===== src/rtl/wpg_pkg.sv =====
`timescale 1ns/1ps
package wpg_pkg;

  parameter logic [7:0] CMD_UL_START = 8'h23;
  parameter logic [7:0] CMD_UL_END   = 8'h24;
  parameter logic [7:0] CMD_TIGHT    = 8'h2C;
  parameter logic [7:0] CMD_STATUS   = 8'h7A;

  parameter logic [7:0] STS_TIGHT    = 8'h01;
  parameter logic [7:0] STS_LOCKED   = 8'h02;
  parameter logic [7:0] STS_UNLOCKED = 8'h04;

  typedef enum logic [2:0] {
    ST_IDLE,
    ST_UL_LO,
    ST_UL_MID,
    ST_UL_HI,
    ST_QRY,
    ST_STS
  } wpg_state_e;

  // strobes from control to datapath
  typedef struct packed {
    logic loadLo;
    logic loadHi;
    logic loadQry;
    logic commit;
    logic setTight;
  } wpg_strobe_t;

endpackage


===== src/rtl/wpg_ctrl.sv =====
`timescale 1ns/1ps
module wpg_ctrl
  import wpg_pkg::*;
#(
  parameter int ADDR_BYTES = 2,
  localparam int IDX_W = (ADDR_BYTES > 1) ? $clog2(ADDR_BYTES) : 1
) (
  input  logic             clk,
  input  logic             rstN,
  input  logic             cmdLatch,
  input  logic             addrLatch,
  input  logic [7:0]       ioIn,
  input  logic             ready,
  output wpg_strobe_t      stb,
  output logic [IDX_W-1:0] byteIdx,
  output logic             stsMode
);

  wpg_state_e st, stNext;
  logic [IDX_W-1:0] idxNext;
  logic lastByte;

  assign lastByte = (byteIdx == IDX_W'(ADDR_BYTES - 1));
  assign stsMode  = (st == ST_STS);

  always_comb begin
    stb     = '0;
    stNext  = st;
    idxNext = byteIdx;
    if (cmdLatch) begin
      idxNext = '0;
      case (ioIn)
        CMD_UL_START: stNext = ST_UL_LO;
        CMD_UL_END:   stNext = (st == ST_UL_MID) ? ST_UL_HI : ST_IDLE;
        CMD_TIGHT: begin
          stb.setTight = 1'b1;
          stNext       = ST_IDLE;
        end
        CMD_STATUS:   stNext = ready ? ST_QRY : ST_IDLE;
        default:      stNext = ST_IDLE;
      endcase
    end else if (addrLatch) begin
      case (st)
        ST_UL_LO: begin
          stb.loadLo = 1'b1;
          idxNext    = byteIdx + 1'b1;
          if (lastByte) begin
            stNext  = ST_UL_MID;
            idxNext = '0;
          end
        end
        ST_UL_HI: begin
          stb.loadHi = 1'b1;
          idxNext    = byteIdx + 1'b1;
          if (lastByte) begin
            stb.commit = 1'b1;
            stNext     = ST_IDLE;
            idxNext    = '0;
          end
        end
        ST_QRY: begin
          stb.loadQry = 1'b1;
          idxNext     = byteIdx + 1'b1;
          if (lastByte) begin
            stNext  = ST_STS;
            idxNext = '0;
          end
        end
        default: ;
      endcase
    end
  end

  always_ff @(posedge clk) begin
    if (!rstN) begin
      st      <= ST_IDLE;
      byteIdx <= '0;
    end else begin
      st      <= stNext;
      byteIdx <= idxNext;
    end
  end

endmodule


===== src/rtl/wpg_dpath.sv =====
`timescale 1ns/1ps
module wpg_dpath
  import wpg_pkg::*;
#(
  parameter int ADDR_BYTES = 2,
  parameter int BUSY_CYC   = 20,
  localparam int IDX_W = (ADDR_BYTES > 1) ? $clog2(ADDR_BYTES) : 1,
  localparam int BLK_W = 8 * ADDR_BYTES,
  localparam int CNT_W = $clog2(BUSY_CYC + 1)
) (
  input  logic             clk,
  input  logic             rstN,
  input  logic             wpN,
  input  wpg_strobe_t      stb,
  input  logic [IDX_W-1:0] byteIdx,
  input  logic [7:0]       ioIn,
  input  logic             stsMode,
  input  logic             rdEn,
  input  logic             opReq,
  input  logic [BLK_W-1:0] opBlk,
  output logic [7:0]       dataOut,
  output logic             ready,
  output logic             opGrant,
  output logic             tightFlag,
  output logic             rangeValid,
  output logic [BLK_W-1:0] rangeLo,
  output logic [BLK_W-1:0] rangeHi
);

  logic [BLK_W-1:0] loAcc, hiAcc, qryAcc, hiMerged;
  logic [CNT_W-1:0] busyCnt;
  logic             opOk, qryOk;
  logic [7:0]       stsByte;

  // address byte assembly, least significant byte first
  always_ff @(posedge clk) begin
    if (!rstN) begin
      loAcc  <= '0;
      hiAcc  <= '0;
      qryAcc <= '0;
    end else begin
      if (stb.loadLo)  loAcc[int'(byteIdx)*8 +: 8]  <= ioIn;
      if (stb.loadHi)  hiAcc[int'(byteIdx)*8 +: 8]  <= ioIn;
      if (stb.loadQry) qryAcc[int'(byteIdx)*8 +: 8] <= ioIn;
    end
  end

  // end address including the byte arriving in the commit cycle
  always_comb begin
    hiMerged = hiAcc;
    hiMerged[int'(byteIdx)*8 +: 8] = ioIn;
  end

  // protection state
  always_ff @(posedge clk) begin
    if (!rstN || !wpN) begin
      tightFlag  <= 1'b0;
      rangeValid <= 1'b0;
      rangeLo    <= '0;
      rangeHi    <= '0;
    end else begin
      if (stb.setTight) tightFlag <= 1'b1;
      if (stb.commit && !tightFlag && (loAcc <= hiMerged)) begin
        rangeValid <= 1'b1;
        rangeLo    <= loAcc;
        rangeHi    <= hiMerged;
      end
    end
  end

  assign opOk  = rangeValid && (opBlk >= rangeLo) && (opBlk <= rangeHi);
  assign qryOk = rangeValid && (qryAcc >= rangeLo) && (qryAcc <= rangeHi);

  // request arbitration and busy timer
  assign ready = (busyCnt == '0);

  always_ff @(posedge clk) begin
    if (!rstN) begin
      busyCnt <= '0;
      opGrant <= 1'b0;
    end else begin
      opGrant <= 1'b0;
      if (!ready) begin
        busyCnt <= busyCnt - 1'b1;
      end else if (opReq) begin
        if (opOk) opGrant <= 1'b1;
        else      busyCnt <= CNT_W'(BUSY_CYC);
      end
    end
  end

  // live status byte
  always_comb begin
    if (qryOk)          stsByte = STS_UNLOCKED;
    else if (tightFlag) stsByte = STS_TIGHT;
    else                stsByte = STS_LOCKED;
  end

  assign dataOut = (stsMode && rdEn) ? stsByte : 8'h00;

endmodule


===== src/rtl/flash_wp_guard.sv =====
`timescale 1ns/1ps
module flash_wp_guard
  import wpg_pkg::*;
#(
  parameter int ADDR_BYTES = 2,
  parameter int BUSY_CYC   = 20,
  localparam int IDX_W = (ADDR_BYTES > 1) ? $clog2(ADDR_BYTES) : 1,
  localparam int BLK_W = 8 * ADDR_BYTES
) (
  input  logic             clk,
  input  logic             rstN,
  input  logic             cmdLatch,
  input  logic             addrLatch,
  input  logic [7:0]       ioIn,
  input  logic             rdEn,
  output logic [7:0]       dataOut,
  input  logic             opReq,
  input  logic [BLK_W-1:0] opBlk,
  output logic             opGrant,
  output logic             ready,
  input  logic             wpN
);

  wpg_strobe_t      stb;
  logic [IDX_W-1:0] byteIdx;
  logic             stsMode;
  logic             tightFlag;
  logic             rangeValid;
  logic [BLK_W-1:0] rangeLo, rangeHi;

  wpg_ctrl #(.ADDR_BYTES(ADDR_BYTES)) u_ctrl (
    .clk      (clk),
    .rstN     (rstN),
    .cmdLatch (cmdLatch),
    .addrLatch(addrLatch),
    .ioIn     (ioIn),
    .ready    (ready),
    .stb      (stb),
    .byteIdx  (byteIdx),
    .stsMode  (stsMode)
  );

  wpg_dpath #(.ADDR_BYTES(ADDR_BYTES), .BUSY_CYC(BUSY_CYC)) u_dpath (
    .clk       (clk),
    .rstN      (rstN),
    .wpN       (wpN),
    .stb       (stb),
    .byteIdx   (byteIdx),
    .ioIn      (ioIn),
    .stsMode   (stsMode),
    .rdEn      (rdEn),
    .opReq     (opReq),
    .opBlk     (opBlk),
    .dataOut   (dataOut),
    .ready     (ready),
    .opGrant   (opGrant),
    .tightFlag (tightFlag),
    .rangeValid(rangeValid),
    .rangeLo   (rangeLo),
    .rangeHi   (rangeHi)
  );

endmodule


===== config.mk =====
export PLATFORM = sky130hd
export DESIGN_NAME = flash_wp_guard
export DESIGN_NICKNAME = d
export VERILOG_FILES = /design/src/rtl/wpg_pkg.sv /design/src/rtl/wpg_ctrl.sv /design/src/rtl/wpg_dpath.sv /design/src/rtl/flash_wp_guard.sv
export SDC_FILE = /design/constraint.sdc
export NUM_CORES = 1
export LEC_CHECK = 0
export ABC_AREA = 1
export BUFFER_PORTS_ARGS = -buffer_cell sky130_fd_sc_hd__buf_2
export CORE_MARGIN = 2
export CORE_UTILIZATION = 55
export DETAILED_ROUTE_END_ITERATION = 8
export HOLD_SLACK_MARGIN = 0.12
export PLACE_DENSITY = 0.88
export SETUP_SLACK_MARGIN = 0.1
export SLEW_MARGIN = 15
export SYNTH_ARGS = -nofsm -noshare
export SYNTH_HDL_FRONTEND = slang
export SYNTH_HIERARCHICAL = 1
export SYNTH_SLANG_ARGS = --single-unit

===== constraint.sdc =====
create_clock -name clk -period 2.2 [get_ports clk]
set_input_delay 0.11 -clock clk [delete_from_list [all_inputs] [get_ports clk]]
set_output_delay 0.11 -clock clk [all_outputs]
set_load 0.01 [all_outputs]

==> flow_summary_export.csv, run 1 <==
group,metric,value,unit
detailed_routing,first_pass_iters,6,
yosys,netlist_instances,831,
worst_setup_path,worstPathRequired,2500,ps
worst_setup_path,critPathLaunchType,"flip-flop",
detailed_routing,wire_per_inst,19.7,µm
place,dp_slack,-104,ps
detailed_routing,vias,6601,
cts,clkLatencyLatePin,380,ps
yosys,yosys-top-cells-count,"nand2_1 (208), a21oi_1 (114), inv_1 (110)",
layout,area_growth,37.6,%
yosys,synth.largest_area_cell,"dfxtp_1",
grt,grt_max_degree,44,
grt,gr-usage-all-layers,29.7,%
status,violations,"negative setup slack",
layout,final_util,77.7,%
status,outcome,"finished with violations",
yosys,ys_types,30,
worst_setup_path,max_stage_delay,470,ps
layout,drive_gt1_share,35.7,%
layout,seqCellArea,1890,µm²
flow_run,cap_violations,0,
die,die_x,107,µm
yosys,syn_avg_cell_area,7.01,µm²
yosys,synth_most_common_cell,"nand2_1",
layout,fillCellCount,623,
grt,grt_pass1_wl,26900,µm
yosys,synth-seq-cells,92,
worst_setup_path,crit_chain,"buf_12, inv_6, nand2_1, inv_2, a21oi_2, ha_1, a21oi_2, o21ai_2, nand2_1, nand2_2, nand2_4, nand2_4, nand2_8, buf_12, buf_12, nand3_1, a21oi_2",
detailed_routing,ant_nets,0,
sta,worst_pin_slew,497,ps
power_and_ir_drop,leakage,3.42,nW
yosys,synth.area.top_cells,"dfxtp_1 (32%), ha_1 (17%), nand2_1 (13%)",
layout,multiInputGateArea,4310,µm²
grt,grt_overflow,0,
power_and_ir_drop,p_per_area,432,nW/µm²
detailed_routing,first_iter_violations,855,
sta,finalHoldViolations,0,
power_and_ir_drop,worst_ir_drop_vdd,0.510,mV
sta,timing.fmax,395,MHz
yosys,seq_area_frac_synth,31.6,%
layout,nNetsFinal,1042,
die,die_h,107,µm
die,core_area,10300,µm²
yosys,yosys_warnings,6,
cts,clkSinkCount,92,
grt,grt_pass1_vias,5707,
cts,cts_tree,"built",
worst_hold_path,hold_path.class,"primary input to flip-flop",
sta,maxSlewViolCount,0,
detailed_routing,wirelength,21100,µm
sta,finalSetupTns,-8320,ps
place,gp_congestion,0.931,
yosys,synth_ff_type,"dfxtp_1",
worst_setup_path,cp_slowest_cell,"dfxtp_4",
die,io_pins,41,
cts,numCtsBuffers,9,
die,fp.dieArea,11400,µm²
sta,setup_ws,-329,ps
detailed_routing,drc_errors,0,
sta,period_share,115,%
sta,rsz0062_at_grt,"true",
sta,skew,13.6,ps
cts,clk_pin_slew,100,ps
worst_setup_path,crit_fanout,15,
die,rows,37,
place,portBuffers,35,
sta,setup_viol,36,
cts,clock-root-buffer,"clkbuf_8",
worst_setup_path,cp-end-kind,"flip-flop",
cts,ctsHtreeMaxLevel,3,
sta,period_needed,2530,ps
cts,clockBufferDepth,2,
layout,antennaDiodeCount,0,
yosys,syn-cell-area,5830,µm²
yosys,yosysTopAreaCellShare,31.6,%
power_and_ir_drop,finalPower,3.46,mW
die,start_util,56.5,%
place,dp_hpwl,11200,µm
yosys,synth_edf_count,0,
grt,antenna_found_initial,0,
detailed_routing,viasPerCell,6.16,
worst_setup_path,crit_arrival,2830,ps
sta,max_slew_margin,66.8,%
worst_setup_path,critPathKind,"flip-flop to flip-flop",
yosys,async_flop_share,0,%
cells by family after synthesis:
kind of cell / Yosys count / synth area share (%)
other cells: 1 / 0.0643
fa+ha+maj: 81 / 17.4
buf+inv: 145 / 10.5
simple gates: 357 / 26.2
xor+xnor: 2 / 0.301
compound gates: 153 / 14.0
flops: 92 / 31.6
stage by stage:
stage | hold WS (ps) | instance area [µm²] | cells
floorplan | 208 | 5870 | 835
global placement | 369 | 6380 | 1014
detailed placement | 365 | 6380 | 1014
CTS | 141 | 7230 | 1049
global route | 210 | 8020 | 1071
finish | 177 | 8020 | 1071
final cells by class:
| type | count | share of cell area, % |
|---|---|---|
| inverter | 113 | 5.46 |
| multi-input combinational | 600 | 53.8 |
| clock inverter | 7 | 0.999 |
| clock buffer | 9 | 1.54 |
| sequential | 92 | 23.6 |
| timing repair buffer | 113 | 12.4 |
| timing repair inverter | 1 | 0.109 |
| tap | 136 | 2.12 |
worst max-delay path, delay by kind of cell (launching register included):
family	cells	cell delay (ps)
AOI/OAI and AO/OA	4	620
buffers and inverters	5	460
adders and majority gates	1	290
and+or+nand+nor	7	600
DFF	1	470
flip-flops by register name (all words and copies together), names as in the netlist:
register,flops
u_ctrl/byteIdx,1
u_ctrl/st,3
u_dpath/busyCnt,5
u_dpath/hiAcc,16
u_dpath/loAcc,16
u_dpath/opGrant,1
u_dpath/qryAcc,16
u_dpath/rangeHi,16
u_dpath/rangeLo,16
u_dpath/rangeValid,1
u_dpath/tightFlag,1
where the power goes:
part | switching [mW] | leakage [nW] | total [mW] | internal, mW
clock network | 0.668 | 0.0968 | 1.21 | 0.539
registers | 0.0316 | 0.762 | 1.73 | 1.70
logic | 0.314 | 2.56 | 0.525 | 0.211
layer usage:
metal | track usage, % | part of all wire [%]
met1 | 37.8 | 37
met2 | 49.8 | 48
met3 | 5.47 | 9.3
met4 | 12.0 | 5.1
met5 | 0 | 0
timing repair:
item                                   in CTS  in global routing
endpoints found under the hold margin      13                  0
cloned                                      2                  5
pin swaps                                  31                 52
setup endpoints to repair                  36                 42
setup buffers                               7                 17
resized for setup                          96                138
hold buffers                               10                  0
worst paths after layout:
check                                         start                  end  slack (ps)  depth (start not counted)
worst max register to register       u_ctrl/byteIdx   u_dpath/rangeLo[9]        -330                         17
worst max-delay path                 u_ctrl/byteIdx   u_dpath/rangeLo[9]        -330                         17
worst min register to register  u_dpath/rangeHi[14]  u_dpath/rangeHi[14]         480                          2
worst min-delay path                       cmdLatch       u_ctrl/byteIdx         180                          4
layout by cell type, fill, tap and decap left out, types with 3 or more instances in the layout:
| cell type | instances |
|---|---|
| conb_1 | 5 |
| nand3b_1 | 6 |
| nand3_2 | 13 |
| nor2_1 | 55 |
| dlygate4sd3_1 | 10 |
| clkbuf_8 | 9 |
| nand2_4 | 4 |
| nand2_8 | 4 |
| a21oi_2 | 46 |
| ha_1 | 50 |
| ha_4 | 27 |
| nor2_2 | 7 |
| nor3_2 | 4 |
| nor3_1 | 4 |
| nand2_1 | 188 |
| ha_2 | 4 |
| inv_2 | 28 |
| nand3_1 | 32 |
| buf_2 | 35 |
| o21ai_0 | 13 |
| nand2_2 | 19 |
| inv_1 | 82 |
| o21ai_1 | 4 |
| o211ai_1 | 16 |
| inv_6 | 4 |
| buf_4 | 53 |
| a21oi_1 | 60 |
| buf_12 | 10 |
| o21a_1 | 4 |
| dfxtp_1 | 55 |
| nand3_4 | 3 |
| nand4_1 | 10 |
| dfxtp_2 | 35 |
| a21oi_4 | 8 |
Power figures use the tool's default switching activity.
==> run 2, diff against run 1 <==
--- a/config.mk
+++ b/config.mk
@@ -5,13 +5,12 @@
 export SDC_FILE = /design/constraint.sdc
 export NUM_CORES = 1
 export LEC_CHECK = 0
-export ABC_AREA = 1
 export BUFFER_PORTS_ARGS = -buffer_cell sky130_fd_sc_hd__buf_2
 export CORE_MARGIN = 2
 export CORE_UTILIZATION = 55
 export DETAILED_ROUTE_END_ITERATION = 8
 export HOLD_SLACK_MARGIN = 0.12
-export PLACE_DENSITY = 0.88
+export PLACE_DENSITY_LB_ADDON = 0.12
 export SETUP_SLACK_MARGIN = 0.1
 export SLEW_MARGIN = 15
 export SYNTH_ARGS = -nofsm -noshare
==> flow_summary_export.csv, run 2 <==
group,metric,value,unit
status,outcome,"finished with violations",
status,violations,"negative setup slack",
layout,layout_common_cells,"dfxtp_1 (78), ha_1 (67), buf_4 (63)",
worst_setup_path,critPathKind,"flip-flop to flip-flop",
power_and_ir_drop,finalPower,3.51,mW
layout,antennaDiodeCount,0,
yosys,syn_avg_cell_area,8.84,µm²
cts,clkLatencyLatePin,370,ps
grt,antenna_found_initial,0,
power_and_ir_drop,switching_power,1.00,mW
sta,setup_ws,-461,ps
detailed_routing,ant_nets,0,
cts,ctsHtreeMaxLevel,3,
sta,period_needed,2660,ps
place,dp_slack,-350,ps
grt,grt_pass1_wl,27100,µm
detailed_routing,vias,5478,
place,gp_congestion,0.983,
worst_hold_path,hp-start,"ioIn[3]",
yosys,synth_most_common_cell,"dfxtp_1",
die,die_h,107,µm
power_and_ir_drop,pwr-share-seq,49.9,%
detailed_routing,first_pass_iters,5,
yosys,yosys-top-cells-count,"dfxtp_1 (92), ha_1 (81), nand2_1 (60)",
worst_hold_path,hold_path.class,"primary input to flip-flop",
power_and_ir_drop,p_comb_share,18.1,%
worst_setup_path,crit_arrival,2920,ps
die,fp.dieArea,11400,µm²
power_and_ir_drop,p_per_area,455,nW/µm²
layout,layout_commonest_cell,"dfxtp_1",
yosys,yosysTopAreaCellShare,31.8,%
yosys,async_flop_share,0,%
power_and_ir_drop,switching_share,28.5,%
layout,nNetsFinal,870,
yosys,yosys_warnings,6,
sta,timing.fmax,376,MHz
detailed_routing,drc_errors,0,
layout,drive_gt1_share,33.2,%
sta,finalHoldViolations,0,
sta,rsz0062_at_grt,"true",
layout,area_growth,33.2,%
yosys,synth_edf_count,0,
yosys,netlist_instances,655,
sta,maxSlewViolCount,0,
grt,grt_pass1_vias,5417,
worst_setup_path,critPathLaunchType,"flip-flop",
place,portBuffers,35,
yosys,synth-seq-cells,92,
detailed_routing,viasPerCell,6.09,
cts,clkSinkCount,92,
detailed_routing,wire_per_inst,20.2,µm
cts,clockBufferDepth,2,
sta,setup_viol,40,
die,core_area,10300,µm²
worst_setup_path,r2r-start,"u_ctrl/byteIdx",
yosys,synth.largest_area_cell,"dfxtp_1",
power_and_ir_drop,leakage,3.06,nW
layout,fillCellCount,733,
yosys,syn-cell-area,5790,µm²
power_and_ir_drop,pwr-share-clk,32.1,%
sta,period_share,121,%
die,rows,37,
grt,grt_max_degree,41,
detailed_routing,wirelength,18100,µm
yosys,seq_area_frac_synth,31.8,%
power_and_ir_drop,worst_ir_drop_vdd,0.437,mV
yosys,ys_types,62,
worst_setup_path,worstPathRequired,2450,ps
power_and_ir_drop,p_int,2.51,mW
place,dp_hpwl,12500,µm
yosys,synth.area.top_cells,"dfxtp_1 (32%), ha_1 (18%), mux2i_1 (5.2%)",
grt,gr-usage-all-layers,30.5,%
worst_setup_path,crit_fanout,8,
cts,clk_pin_slew,90,ps
worst_setup_path,cp-end-kind,"flip-flop",
die,io_pins,41,
flow_run,cap_violations,0,
sta,skew,8.58,ps
yosys,synth_ff_type,"dfxtp_1",
grt,grt_overflow,0,
die,die_x,107,µm
cts,numCtsBuffers,9,
die,start_util,56.3,%
detailed_routing,first_iter_violations,460,
cts,cts_tree,"built",
worst_setup_path,crit_start,"u_ctrl/byteIdx",
cts,clock-root-buffer,"clkbuf_8",
==> run 2: cell types whose count changed after synthesis, sizes merged, moves of 13 or more <==
cell	before	now
inv	110	41
a21boi	0	18
nor2	64	15
nor2b	0	22
nand2	213	61
o211a	0	16
o211ai	16	3
mux2i	0	30
a211oi	0	19
a21oi	114	53
==> run 2: power by group through the flow <==
stage	clock network [mW]	registers, mW	logic, mW
after floorplan	0	1.78	0.345
after global routing	1.20	1.76	0.693
after detailed placement	0	1.79	0.582
final	1.13	1.75	0.635
after global placement	0	1.79	0.555
after CTS	1.14	1.75	0.605
==> run 2: final cells by class <==
cell class,count,area [µm²],area share (%)
Timing Repair Buffer,122,1070,13.9
Clock inverter,5,52.6,0.681
Sequential cell,92,1860,24.2
Clock buffer,11,131,1.70
Multi-Input combinational cell,492,4270,55.4
Inverter,41,154,2.00
Tap cell,136,170,2.21
==> run 2: what timing repair did <==
| item | in CTS | in global routing |
|---|---|---|
| cloned | 2 | 5 |
| hold endpoints to repair | 6 | 0 |
| setup endpoints to repair | 41 | 45 |
| pin swaps | 25 | 32 |
| buffers inserted | 8 | 6 |
| gates resized for setup | 69 | 55 |
| hold buffers | 4 | 0 |
==> run 2: layer usage <==
metal / vias up / track usage, % / share of wire (%)
li1: 2583 / - / -
met1: 2626 / 38.3 / 41
met2: 221 / 52.1 / 48
met3: 48 / 4.92 / 6.4
met4: 0 / 12.2 / 4.6
met5: - / 0 / 0
==> run 2: through the flow <==
| stage | hold slack, ps | cell area (µm²) | TNS (ps) | cells | utilization, % |
|---|---|---|---|---|---|
| 2_1_floorplan | 232 | 5970 | -6300 | 659 | - |
| 3_3_place_gp | 393 | 6670 | -5310 | 859 | 64.9 |
| 3_5_place_dp | 400 | 6670 | -9080 | 859 | 64.9 |
| 4_1_cts | 120 | 7300 | -6890 | 889 | 71.0 |
| 5_1_grt | 130 | 7710 | -16020 | 899 | 75.1 |
| 6_report | 152 | 7710 | -13460 | 899 | 75.1 |
==> run 2: final timing paths <==
check	cells past startpoint	slack, ps	end
setup / recovery	11	-460	u_dpath/rangeHi[1]
hold / removal	3	150	u_dpath/qryAcc[3]
hold reg to reg	2	470	u_dpath/rangeLo[1]
setup reg to reg	11	-460	u_dpath/rangeHi[1]
==> run 2: worst max-delay path, cell delays in order (launching register included) <==
cell and delay (ps):
dfxtp_4 370, buf_12 160, mux2i_4 290, ha_4 250, a21oi_2 140, o21ai_1 100, nor4_2 420, o221a_4 300
buf_6 110, buf_12 130, nor3_2 50, a211oi_1 240
==> run 2: cells by family (layout without fill, tap and decap cells) <==
family | count (synthesis) | in the layout | synth area share (%)
simple gates | 204 | 205 | 18.5
compound gates | 168 | 168 | 20.7
flops | 92 | 92 | 31.8
fa+ha+maj | 81 | 81 | 17.5
buf+inv | 76 | 179 | 5.75
mux | 30 | 30 | 5.19
xor+xnor | 3 | 3 | 0.454
other cells | 1 | 5 | 0.0648
